[config.mk]
export PLATFORM = sky130hd
export DESIGN_NAME = spi3w_cfg_slave
export DESIGN_NICKNAME = d
export VERILOG_FILES = /design/src/rtl/spi3w_pkg.sv /design/src/rtl/spi3w_pin_sync.sv /design/src/rtl/spi3w_frame_fsm.sv /design/src/rtl/spi3w_reg_bank.sv /design/src/rtl/spi3w_cfg_slave.sv
export SDC_FILE = /design/constraint.sdc
export NUM_CORES = 1
export LEC_CHECK = 0
export ABC_AREA = 1
export BUFFER_PORTS_ARGS = -buffer_cell sky130_fd_sc_hd__buf_2
export CELL_PAD_IN_SITES_DETAIL_PLACEMENT = 0
export CELL_PAD_IN_SITES_GLOBAL_PLACEMENT = 1
export CORE_MARGIN = 5
export CORE_UTILIZATION = 30
export DETAILED_ROUTE_END_ITERATION = 7
export PLACE_DENSITY_LB_ADDON = 0.12
export SYNTH_ARGS = -nofsm -noshare
export SYNTH_HDL_FRONTEND = slang
export SYNTH_SLANG_ARGS = --single-unit
[constraint.sdc]
create_clock -name clk -period 4.2 [get_ports clk]
set_input_delay 0 -clock clk [delete_from_list [all_inputs] [get_ports clk]]
set_output_delay 0 -clock clk [all_outputs]
set_load 0.05 [all_outputs]
[src/rtl/spi3w_pkg.sv]
package spi3w_pkg;
    typedef enum logic [2:0] {
        S_IDLE,
        S_INSTR,
        S_DATA,
        S_HOLD,
        S_DONE
    } frame_state_t;

    localparam int CMD_BITS = 16;
    localparam int BYTE_BITS = 8;
endpackage

[src/rtl/spi3w_pin_sync.sv]
module spi3w_pin_sync #(
    parameter int STAGES = 2
) (
    input  logic clk,
    input  logic rst_n,
    input  logic sclk,
    input  logic csb,
    input  logic sdi,
    output logic sclk_rise,
    output logic sclk_fall,
    output logic csb_rise,
    output logic csb_fall,
    output logic csb_lo,
    output logic sdi_s
);
    logic [STAGES-1:0] sclk_p, csb_p, sdi_p;
    logic sclk_q, csb_q;

    always_ff @(posedge clk or negedge rst_n) begin
        if (!rst_n) begin
            sclk_p <= '0;
            csb_p  <= '1;
            sdi_p  <= '0;
            sclk_q <= 1'b0;
            csb_q  <= 1'b1;
        end else begin
            sclk_p <= {sclk_p[STAGES-2:0], sclk};
            csb_p  <= {csb_p[STAGES-2:0], csb};
            sdi_p  <= {sdi_p[STAGES-2:0], sdi};
            sclk_q <= sclk_p[STAGES-1];
            csb_q  <= csb_p[STAGES-1];
        end
    end

    assign sclk_rise = sclk_p[STAGES-1] & ~sclk_q;
    assign sclk_fall = ~sclk_p[STAGES-1] & sclk_q;
    assign csb_rise  = csb_p[STAGES-1] & ~csb_q;
    assign csb_fall  = ~csb_p[STAGES-1] & csb_q;
    assign csb_lo    = ~csb_p[STAGES-1];
    assign sdi_s     = sdi_p[STAGES-1];
endmodule

[src/rtl/spi3w_frame_fsm.sv]
module spi3w_frame_fsm
    import spi3w_pkg::*;
#(
    parameter int ADDR_W = 13
) (
    input  logic              clk,
    input  logic              rst_n,
    input  logic              sclk_rise,
    input  logic              sclk_fall,
    input  logic              csb_rise,
    input  logic              csb_fall,
    input  logic              csb_lo,
    input  logic              sdi,
    input  logic              lsb_cfg,
    input  logic [7:0]        rd_data,
    output frame_state_t      st,
    output logic [ADDR_W-1:0] rd_addr,
    output logic              wr_en,
    output logic [ADDR_W-1:0] wr_addr,
    output logic [7:0]        wr_data,
    output logic              sdo,
    output logic              sdo_oe
);
    localparam int CW = $clog2(CMD_BITS + 1);
    localparam int BW = $clog2(BYTE_BITS);

    frame_state_t nxt;
    logic [CMD_BITS-2:0] instr_sr;
    logic [CW-1:0]       icnt;
    logic [BW-1:0]       bcnt;
    logic [7:0]          rx_sr, tx_byte, nb_rx, cur_byte;
    logic [ADDR_W-1:0]   addr;
    logic [1:0]          left;
    logic                is_rd, stream, lsb, in_data;
    logic [BW-1:0]       bit_idx;

    // state register
    always_ff @(posedge clk or negedge rst_n) begin
        if (!rst_n) st <= S_IDLE;
        else        st <= nxt;
    end

    always_comb begin
        nxt = st;
        unique case (st)
            S_IDLE:  if (csb_fall) nxt = S_INSTR;
            S_INSTR: begin
                if (csb_rise)
                    nxt = (icnt == CW'(BYTE_BITS)) ? S_HOLD : S_IDLE;
                else if (sclk_rise && icnt == CW'(CMD_BITS - 1))
                    nxt = S_DATA;
            end
            S_DATA: begin
                if (csb_rise)
                    nxt = (bcnt == '0 && !stream) ? S_HOLD : S_IDLE;
                else if (sclk_rise && bcnt == BW'(BYTE_BITS - 1) && !stream && left == 2'd0)
                    nxt = S_DONE;
            end
            S_HOLD:  if (csb_fall) nxt = in_data ? S_DATA : S_INSTR;
            S_DONE:  if (csb_rise) nxt = S_IDLE;
            default: nxt = S_IDLE;
        endcase
    end

    assign nb_rx    = lsb ? {sdi, rx_sr[7:1]} : {rx_sr[6:0], sdi};
    assign cur_byte = (bcnt == '0) ? rd_data : tx_byte;
    assign bit_idx  = lsb ? bcnt : (BW'(BYTE_BITS - 1) - bcnt);

    // datapath and outputs
    always_ff @(posedge clk or negedge rst_n) begin
        if (!rst_n) begin
            instr_sr <= '0; icnt <= '0; bcnt <= '0;
            rx_sr <= '0; tx_byte <= '0; addr <= '0; left <= '0;
            is_rd <= 1'b0; stream <= 1'b0; lsb <= 1'b0; in_data <= 1'b0;
            wr_en <= 1'b0; wr_addr <= '0; wr_data <= '0; sdo <= 1'b0;
        end else begin
            wr_en <= 1'b0;
            if (st == S_IDLE) begin
                icnt <= '0;
                bcnt <= '0;
                in_data <= 1'b0;
            end
            if (st == S_INSTR && sclk_rise) begin
                instr_sr <= {instr_sr[CMD_BITS-3:0], sdi};
                icnt     <= icnt + 1'b1;
                if (icnt == CW'(CMD_BITS - 1)) begin
                    is_rd   <= instr_sr[14];
                    left    <= instr_sr[13:12];
                    stream  <= &instr_sr[13:12];
                    addr    <= {instr_sr[11:0], sdi};
                    lsb     <= lsb_cfg;
                    bcnt    <= '0;
                    in_data <= 1'b1;
                end
            end
            if (st == S_DATA && sclk_rise) begin
                rx_sr <= nb_rx;
                bcnt  <= bcnt + 1'b1;
                if (bcnt == BW'(BYTE_BITS - 1)) begin
                    if (!is_rd) begin
                        wr_en   <= 1'b1;
                        wr_addr <= addr;
                        wr_data <= nb_rx;
                    end
                    addr <= lsb ? addr + 1'b1 : addr - 1'b1;
                    if (!stream && left != 2'd0) left <= left - 2'd1;
                end
            end
            if (st == S_DATA && sclk_fall) begin
                sdo <= cur_byte[bit_idx];
                if (bcnt == '0) tx_byte <= rd_data;
            end
        end
    end

    assign rd_addr = addr;
    assign sdo_oe  = (st == S_DATA) && is_rd && csb_lo;
endmodule

[src/rtl/spi3w_reg_bank.sv]
module spi3w_reg_bank #(
    parameter int         ADDR_W   = 13,
    parameter int         NREG     = 32,
    parameter int         SH_LO    = 8,
    parameter int         SH_HI    = 24,
    parameter int         RST_ADDR = 24,
    parameter logic [7:0] RST_VAL  = 8'hC0,
    parameter int         LSB_BIT  = 6,
    localparam int        NSH      = SH_HI - SH_LO + 1,
    localparam int        IDX_W    = $clog2(NREG)
) (
    input  logic              clk,
    input  logic              rst_n,
    input  logic              wr_en,
    input  logic [ADDR_W-1:0] wr_addr,
    input  logic [7:0]        wr_data,
    input  logic              commit,
    input  logic [ADDR_W-1:0] rd_addr,
    output logic [7:0]        rd_data,
    output logic              lsb_cfg,
    output logic [NSH*8-1:0]  live_cfg
);
    logic [7:0] regs_q [NREG];
    logic [7:0] live_q [NSH];

    for (genvar i = 0; i < NREG; i++) begin : g_reg
        localparam logic [7:0] RV = (i == RST_ADDR) ? RST_VAL : 8'h00;
        always_ff @(posedge clk or negedge rst_n) begin
            if (!rst_n) regs_q[i] <= RV;
            else if (wr_en && wr_addr == ADDR_W'(i)) regs_q[i] <= wr_data;
        end
    end

    for (genvar k = 0; k < NSH; k++) begin : g_live
        localparam logic [7:0] LV = ((SH_LO + k) == RST_ADDR) ? RST_VAL : 8'h00;
        always_ff @(posedge clk or negedge rst_n) begin
            if (!rst_n) live_q[k] <= LV;
            else if (commit) live_q[k] <= regs_q[SH_LO + k];
        end
        assign live_cfg[8*k +: 8] = live_q[k];
    end

    assign rd_data = (rd_addr < ADDR_W'(NREG)) ? regs_q[rd_addr[IDX_W-1:0]] : 8'h00;
    assign lsb_cfg = regs_q[0][LSB_BIT];
endmodule

[src/rtl/spi3w_cfg_slave.sv]
module spi3w_cfg_slave
    import spi3w_pkg::*;
#(
    parameter int ADDR_W      = 13,
    parameter int NREG        = 32,
    parameter int SH_LO       = 8,
    parameter int SH_HI       = 24,
    parameter int COMMIT_ADDR = 255,
    parameter int SYNC_STAGES = 2,
    localparam int LIVE_W     = (SH_HI - SH_LO + 1) * 8
) (
    input  logic              clk,
    input  logic              rst_n,
    input  logic              sclk,
    input  logic              csb,
    input  logic              sdio_i,
    output logic              sdio_o,
    output logic              sdio_oe,
    output logic [LIVE_W-1:0] live_cfg
);
    logic sclk_rise, sclk_fall, csb_rise, csb_fall, csb_lo, sdi_s;
    logic lsb_cfg, wr_en, commit;
    logic [ADDR_W-1:0] rd_addr, wr_addr;
    logic [7:0] rd_data, wr_data;
    frame_state_t st;

    spi3w_pin_sync #(.STAGES(SYNC_STAGES)) u_sync (
        .clk(clk), .rst_n(rst_n), .sclk(sclk), .csb(csb), .sdi(sdio_i),
        .sclk_rise(sclk_rise), .sclk_fall(sclk_fall),
        .csb_rise(csb_rise), .csb_fall(csb_fall), .csb_lo(csb_lo), .sdi_s(sdi_s)
    );

    spi3w_frame_fsm #(.ADDR_W(ADDR_W)) u_fsm (
        .clk(clk), .rst_n(rst_n), .sclk_rise(sclk_rise), .sclk_fall(sclk_fall),
        .csb_rise(csb_rise), .csb_fall(csb_fall), .csb_lo(csb_lo), .sdi(sdi_s),
        .lsb_cfg(lsb_cfg), .rd_data(rd_data), .st(st), .rd_addr(rd_addr),
        .wr_en(wr_en), .wr_addr(wr_addr), .wr_data(wr_data),
        .sdo(sdio_o), .sdo_oe(sdio_oe)
    );

    assign commit = wr_en && (wr_addr == ADDR_W'(COMMIT_ADDR)) && wr_data[0];

    spi3w_reg_bank #(
        .ADDR_W(ADDR_W), .NREG(NREG), .SH_LO(SH_LO), .SH_HI(SH_HI),
        .RST_ADDR(SH_HI), .RST_VAL(8'hC0), .LSB_BIT(6)
    ) u_bank (
        .clk(clk), .rst_n(rst_n), .wr_en(wr_en), .wr_addr(wr_addr),
        .wr_data(wr_data), .commit(commit), .rd_addr(rd_addr),
        .rd_data(rd_data), .lsb_cfg(lsb_cfg), .live_cfg(live_cfg)
    );
endmodule

==> results.py, run 1 <==
metrics = {
    "synthesis": {
        "synth_area_um2": 21500,
        "seq_area_frac_synth_pct": 56.4,
        "synth_cell_type_count": 39,
        "syn_avg_cell_area_um2": 9.07,
        "syn-instance-count": 2371,
        "ys_ff_latch": 484,
        "syn-num-nets": 2395,
        "yosysTopAreaCellShare_pct": 55.5,
        "synth_warnings": 0,
        "synth_largest_area_cell": "dfrtp_1",
        "synthTopCellsByArea": "dfrtp_1, nand2_1, o21ai_0, nand3_1, mux2_2",
    },
    "clock_tree": {
        "root_buffer": "clkbuf_16",
        "clkLatencyLatePin_ns": 0.62,
        "numCtsBuffers": 55,
        "clkTransAtPathRegs_ns": 0.06,
        "cts.sinks": 484,
        "tritoncts": "yes",
        "cts_buffer_depth": 3,
        "post_cts_buffers": 0,
        "cts_max_level": 2,
    },
    "floorplan": {
        "die-area_um2": 77100,
        "die_w_um": 278,
        "num_rows": 98,
        "start_util_pct": 30.2,
        "core_area_um2": 71200,
        "ios": 143,
        "die_y_um": 278,
    },
    "sta": {
        "setup_ws_ns": 1.13,
        "slew_viol_final": 0,
        "hold_viol_final": 0,
        "finClkSkew_ns": 0.0336,
        "relSlewSlack_pct": 21.3,
        "post-route-min-period_ns": 3.07,
        "setup_tns_ns": 0,
        "rsz0062_at_grt": "no",
        "hold_ws_ns": 0.0527,
        "worstMarginPinSlew_ns": 1.18,
        "period_share_pct": 73.2,
        "setup_viol": 0,
        "max_freq_mhz": 325,
    },
    "place": {
        "dpl.hpwl_um": 43800,
        "gp_congestion": 0.822,
        "pre_cts_slack_ns": 1.11,
        "port_buffers": 142,
        "dpl_cell_area_um2": 23100,
    },
    "setup_path": {
        "cp-end-kind": "flip-flop",
        "worstPathRequired_ns": 4.68,
        "cp-start-kind": "flip-flop",
        "worst-path-max-fanout": 19,
        "setup.worst_path.class": "reg -> reg",
        "worstPathArrival_ns": 3.56,
    },
    "pwr": {
        "ir_worst_vdd_mv": 0.214,
        "internal-power_uw": 7730,
        "p_comb_share_pct": 4.2,
        "p_clk_share_pct": 47.9,
        "p_sw_uw": 2330,
        "p_leak_uw": 0.0118,
        "powerDensity_nw_per_um2": 403,
        "total_power_uw": 10100,
        "p_seq_share_pct": 47.9,
        "switching_share_pct": 23.2,
    },
    "grt": {
        "grt_pass1_vias": 16500,
        "grt_pass1_wl_um": 104000,
        "grt_max_degree": 108,
        "antenna_found_initial": 2,
        "grt_use_total_pct": 17.1,
        "overflow": 0,
    },
    "detailed_routing": {
        "drtIter0Drc": 1225,
        "vias": 16600,
        "ant_nets": 0,
        "routedWlPerCell_um": 19.5,
        "routed_via_density": 4.81,
        "drt_wl_total_um": 67100,
        "dr.pass1.iters": 5,
        "drc": 0,
    },
    "outcome": {
        "outcome": "complete, no violations",
    },
    "finish": {
        "final_area_um2": 24900,
        "drive_gt1_share_pct": 15.8,
        "syn_to_final_growth_pct": 16.0,
        "final_nets": 2481,
    },
    "job": {
        "cap_violations": 0,
    },
    "hold_path": {
        "min_path_type": "in -> reg",
    },
}
==> per-layer routing <==
layer  up-vias  global-route usage, %  routed length [um]
li1       8051                      -                   -
met1      8199                   24.2               32100
met2       270                   28.3               31800
met3        65                   2.41                2270
met4         0                   3.11                 993
met5         -                      0                   0
==> stage by stage <==
stage / instances / util, %
global placement: 3345 / 32.4
floorplan: 2371 / -
detailed placement: 3345 / 32.4
finish: 3450 / 35.0
CTS: 3449 / 35.0
global route: 3449 / 35.0
==> cells in the mapped netlist <==
cell type	count
nand2_1	709
dfrtp_1	477
o21ai_0	355
nand3_1	249
inv_1	95
clkbuf_1	89
mux2_2	83
nor2_1	63
a21oi_1	40
buf_2	36
mux2_1	36
ha_1	18
buf_1	13
a31oi_1	12
nand3_2	11
o22ai_1	10
buf_4	9
nor3_1	8
o21ai_2	8
dfstp_2	7
xor2_1	7
inv_2	6
nor3_2	4
clkinv_1	3
nand4_1	3
or2_2	3
a21o_1	2
nor2_2	2
o221ai_1	2
xnor2_1	2
a32o_1	1
and3_1	1
buf_6	1
fa_1	1
nand2_2	1
nor2_4	1
nor3b_4	1
nor4_4	1
o2111ai_1	1
==> sequential cells by signal (all words and copies together), names as in the netlist, 2 cells and up <==
signal,cells
u_fsm.tx_byte,8
u_fsm.st,3
u_fsm.left,2
u_sync.sclk_p,2
u_sync.sdi_p,2
u_fsm.bcnt,3
u_fsm.rd_addr,13
u_bank.live_cfg,136
u_fsm.rx_sr,8
u_fsm.wr_addr,13
u_bank.regs_q,255
u_sync.csb_p,2
u_fsm.instr_sr,15
u_fsm.icnt,5
u_fsm.wr_data,8
==> layout by cell type, fill, tap and decap left out, types with 6 or more instances in the layout <==
cell type,n
nand3_2,10
nand3_1,249
dfrtp_1,475
mux2_2,83
buf_4,24
clkbuf_8,12
a21oi_1,40
buf_12,6
mux2_1,36
o22ai_1,10
nand2_1,709
o21ai_2,8
xor2_1,7
buf_2,141
clkinv_2,14
inv_1,89
nor3_1,8
clkbuf_1,11
a31oi_1,12
inv_2,9
clkbuf_16,55
ha_1,18
o21ai_0,355
nor2_1,63
dfstp_2,7
==> worst max-delay path, cell delays in order, from the launching register on <==
cell and delay (ns):
dfrtp_1 0.76, inv_1 0.45, ha_1 0.46, a21oi_1 0.14, nand2_1 0.10, nand2_1 0.09, nand2_1 0.05, a21oi_1 0.19
o21ai_0 0.17, a21oi_1 0.19, xor2_1 0.16, nand2_1 0.07, o21ai_0 0.09, inv_1 0.05
==> cell type report <==
type | instances | area [um2]
Clock inverter | 21 | 218
Timing Repair Buffer | 177 | 1070
Clock buffer | 78 | 1580
Antenna cell | 1 | 2.50
Tap cell | 950 | 1190
Inverter | 104 | 392
Sequential cell | 484 | 12100
Multi-Input combinational cell | 1635 | 8360
Fill cell | 7356 | 46300
==> worst paths after layout <==
check / from / end / slack (ns) / cells past startpoint
worst min register to register: u_sync.sclk_p[0] / u_sync.sclk_p[1] / 0.35 / 0
worst min-delay path: sclk / u_sync.sclk_p[0] / 0.05 / 2
min in group asynchronous: rst_n / u_bank.live_cfg[68] / 0.06 / 2
worst max register to register: u_fsm.lsb / u_fsm.rd_addr[9] / 1.13 / 13
max in group asynchronous: rst_n / u_bank.regs_q[128] / 2.96 / 3
worst max-delay path: u_fsm.lsb / u_fsm.rd_addr[9] / 1.13 / 13
==> power groups by stage <==
stage	Combinational (uW)	Sequential (uW)	Clock, uW
5_1_grt	489	4830	5180
6_report	419	4820	4820
3_3_place_gp	417	4900	0
2_1_floorplan	227	4900	0
4_1_cts	432	4820	4990
3_5_place_dp	425	4910	0
==> kinds of logic after synthesis <==
logic type | after synthesis | share of synthesized area (%)
DFF | 484 | 56.4
adders and majority gates | 19 | 1.14
and+or+nand+nor | 1057 | 20.7
AOI/OAI and AO/OA | 431 | 10.4
muxes | 119 | 6.23
xor gates and xnor gates | 9 | 0.367
buffers and inverters | 252 | 4.80
==> repair_timing <==
item	in CTS	in global routing
hold buffers	5	0
endpoints found under the hold margin	104	0
gates resized for setup	0	0
No activity file was read; power rests on OpenSTA's default activity.
==> run 2, diff against run 1 <==
==> constraint.sdc (replaced) <==
create_clock -name clk -period 3 [get_ports clk]
set_input_delay 0 -clock clk [delete_from_list [all_inputs] [get_ports clk]]
set_output_delay 0 -clock clk [all_outputs]
set_load 0.05 [all_outputs]
==> results.py, run 2 (synthesis gave the netlist of run 1 again) <==
metrics = {
    "finish": {
        "most-common-layout-cells": "nand2_1, dfrtp_1, o21ai_0, nand3_1, buf_2",
        "multiInputGateArea_um2": 8360,
        "drive_gt1_share_pct": 16.6,
        "final_nets": 2508,
        "largest_reg_flops": 255,
        "regMostFlops": "u_bank.regs_q",
        "seqCellArea_um2": 12100,
        "mostFrequentLayoutCell": "nand2_1",
        "final_cells": 3481,
        "fillCellCount": 7323,
        "final_area_um2": 25300,
        "syn_to_final_growth_pct": 17.9,
    },
    "sta": {
        "hold_ws_ns": -0.00684,
        "hold_viol_final": 3,
        "rsz0062_at_grt": "no",
        "setup_tns_ns": 0,
        "finClkSkew_ns": 0.0247,
        "worstMarginPinSlew_ns": 0.917,
        "setup_ws_ns": 0.291,
        "relSlewSlack_pct": 38.8,
        "max_freq_mhz": 369,
        "slew_viol_final": 0,
        "post-route-min-period_ns": 2.71,
        "setup_viol": 0,
        "period_share_pct": 90.3,
    },
    "pwr": {
        "p_seq_share_pct": 46.8,
        "switching_share_pct": 23.0,
        "powerDensity_nw_per_um2": 570,
        "p_leak_uw": 0.0120,
        "p_clk_share_pct": 49.0,
        "internal-power_uw": 11100,
        "ir_worst_vdd_mv": 0.374,
        "p_comb_share_pct": 4.2,
        "p_sw_uw": 3330,
    },
    "detailed_routing": {
        "ant_nets": 0,
        "drc": 0,
        "vias": 16800,
        "dr.pass1.iters": 8,
        "routedWlPerCell_um": 20.1,
        "drt_wl_total_um": 69900,
        "routed_via_density": 4.84,
        "drtIter0Drc": 1235,
    },
    "clock_tree": {
        "numCtsBuffers": 55,
        "tritoncts": "yes",
        "cts_resized": 0,
        "root_buffer": "clkbuf_16",
        "post_cts_buffers": 0,
        "clkTransAtPathRegs_ns": 0.06,
        "cts.sinks": 484,
        "postCtsHoldBufs": 4,
        "cts_buffer_depth": 3,
        "cts_max_level": 2,
        "clkLatencyLatePin_ns": 0.62,
    },
    "job": {
        "cap_violations": 0,
    },
    "grt": {
        "grt_pass1_vias": 17300,
        "grt_max_degree": 87,
        "grt_pass1_wl_um": 109000,
        "grt_use_total_pct": 17.9,
        "antenna_found_initial": 1,
        "overflow": 0,
    },
    "outcome": {
        "outcome": "finished, violations left",
        "failed_checks": "negative hold slack",
    },
    "floorplan": {
        "core_area_um2": 71200,
        "ios": 143,
        "num_rows": 98,
        "die_y_um": 278,
        "die-area_um2": 77100,
        "die_w_um": 278,
        "start_util_pct": 30.2,
    },
    "hold_path": {
        "min_path_type": "in -> async",
    },
    "setup_path": {
        "worstPathArrival_ns": 3.20,
        "timing.critical_path.slowest_cell_delay_ns": 0.69,
        "crit_buf_inv": 2,
        "worstPathCellList": "clkinv_2 -> buf_12 -> nand2_1 -> nand3_1 -> nand3_1 -> nand2_1 -> nand2_1 -> nand3_1 -> nand3_1 -> nand3_1 -> nand3_1 -> nand3_1 -> nand3_1 -> nand2_1",
        "critical-path-slowest-cell": "dfrtp_4",
        "crit_top_cell": "nand3_1",
        "setup.worst_path.class": "reg -> reg",
        "path_delay_family": "simple AND/OR/NAND/NOR gates",
        "worstPathRequired_ns": 3.49,
        "worst-path-max-fanout": 71,
        "cp-end-kind": "flip-flop",
        "cp-start-kind": "flip-flop",
    },
    "place": {
        "dp_cells": 3373,
        "dpl_cell_area_um2": 23400,
        "port_buffers": 142,
        "dpl.hpwl_um": 46900,
        "gp_congestion": 0.819,
        "pre_cts_slack_ns": 0.277,
    },
}
[run 2: changes by cell type in the layout (fill, tap and decap cells not counted)]
| cell | delta |
|---|---|
| diode_2 | +1 |
| clkinv_1 | -2 |
| clkbuf_1 | +3 |
| dlygate4sd3_1 | -1 |
| bufinv_16 | +3 |
| clkinv_2 | -4 |
| clkinvlp_4 | +1 |
| inv_1 | +4 |
| inv_2 | -2 |
| clkbuf_8 | -2 |
| buf_12 | +8 |
| buf_4 | +20 |
| clkinv_8 | +1 |
| clkbuf_16 | +1 |
[run 2: per-stage QoR]
stage	utilization [%]	total power [uW]
2_1_floorplan	-	7170
3_3_place_gp	32.8	7490
3_5_place_dp	32.8	7500
4_1_cts	35.6	14700
5_1_grt	35.6	15000
6_report	35.6	14400
[run 2: path summary, 6_finish.rpt]
check | startpoint | to | slack [ns] | cells after the start
worst max-delay path | u_fsm.rd_addr[0] | u_fsm.sdo | 0.29 | 14
worst min-delay path | rst_n | u_bank.live_cfg[52] | -0.007 | 2
worst max register to register | u_fsm.rd_addr[0] | u_fsm.sdo | 0.29 | 14
worst min register to register | u_sync.sdi_p[0] | u_sync.sdi_p[1] | 0.35 | 0
max in group asynchronous | rst_n | u_bank.live_cfg[2] | 1.84 | 3
min in group clk | sdio_i | u_sync.sdi_p[0] | 0.04 | 2
[run 2: cell type report]
type                       instances  share of cell area (%)
sequential                       484                    47.8
multi-input combinational       1635                    33.0
clock buffer                      80                    6.28
timing repair buffer             204                    5.41
tap                              950                    4.69
inverter                         104                    1.55
clock inverter                    22                    1.23
antenna                            2                  0.0198
[run 2: worst reg2reg max path, cell delays in order, from the launching register on]
cell and delay, ns:
dfrtp_4 0.69, clkinv_2 0.20, buf_12 0.24, nand2_1 0.15
nand3_1 0.06, nand3_1 0.20, nand2_1 0.09, nand2_1 0.13
nand3_1 0.20, nand3_1 0.16, nand3_1 0.08, nand3_1 0.13
nand3_1 0.08, nand3_1 0.11, nand2_1 0.08
[run 2: routing by layer]
| metal | share of wire (%) | wire (um) | vias to the layer above | GRT usage [%] |
|---|---|---|---|---|
| met5 | 0 | 0 | - | 0 |
| met4 | 2.3 | 1580 | 0 | 4.27 |
| met3 | 4.1 | 2850 | 94 | 2.62 |
| met2 | 47 | 33100 | 340 | 29.7 |
| met1 | 46 | 32400 | 8299 | 24.9 |
| li1 | - | - | 8114 | - |
[run 2: power groups by stage]
| stage | Clock (uW) | Combinational (uW) | Sequential [uW] |
|---|---|---|---|
| floorplan | 0 | 318 | 6860 |
| global placement | 0 | 621 | 6870 |
| detailed placement | 0 | 625 | 6870 |
| CTS | 7290 | 630 | 6760 |
| global route | 7540 | 716 | 6770 |
| finish | 7070 | 607 | 6760 |
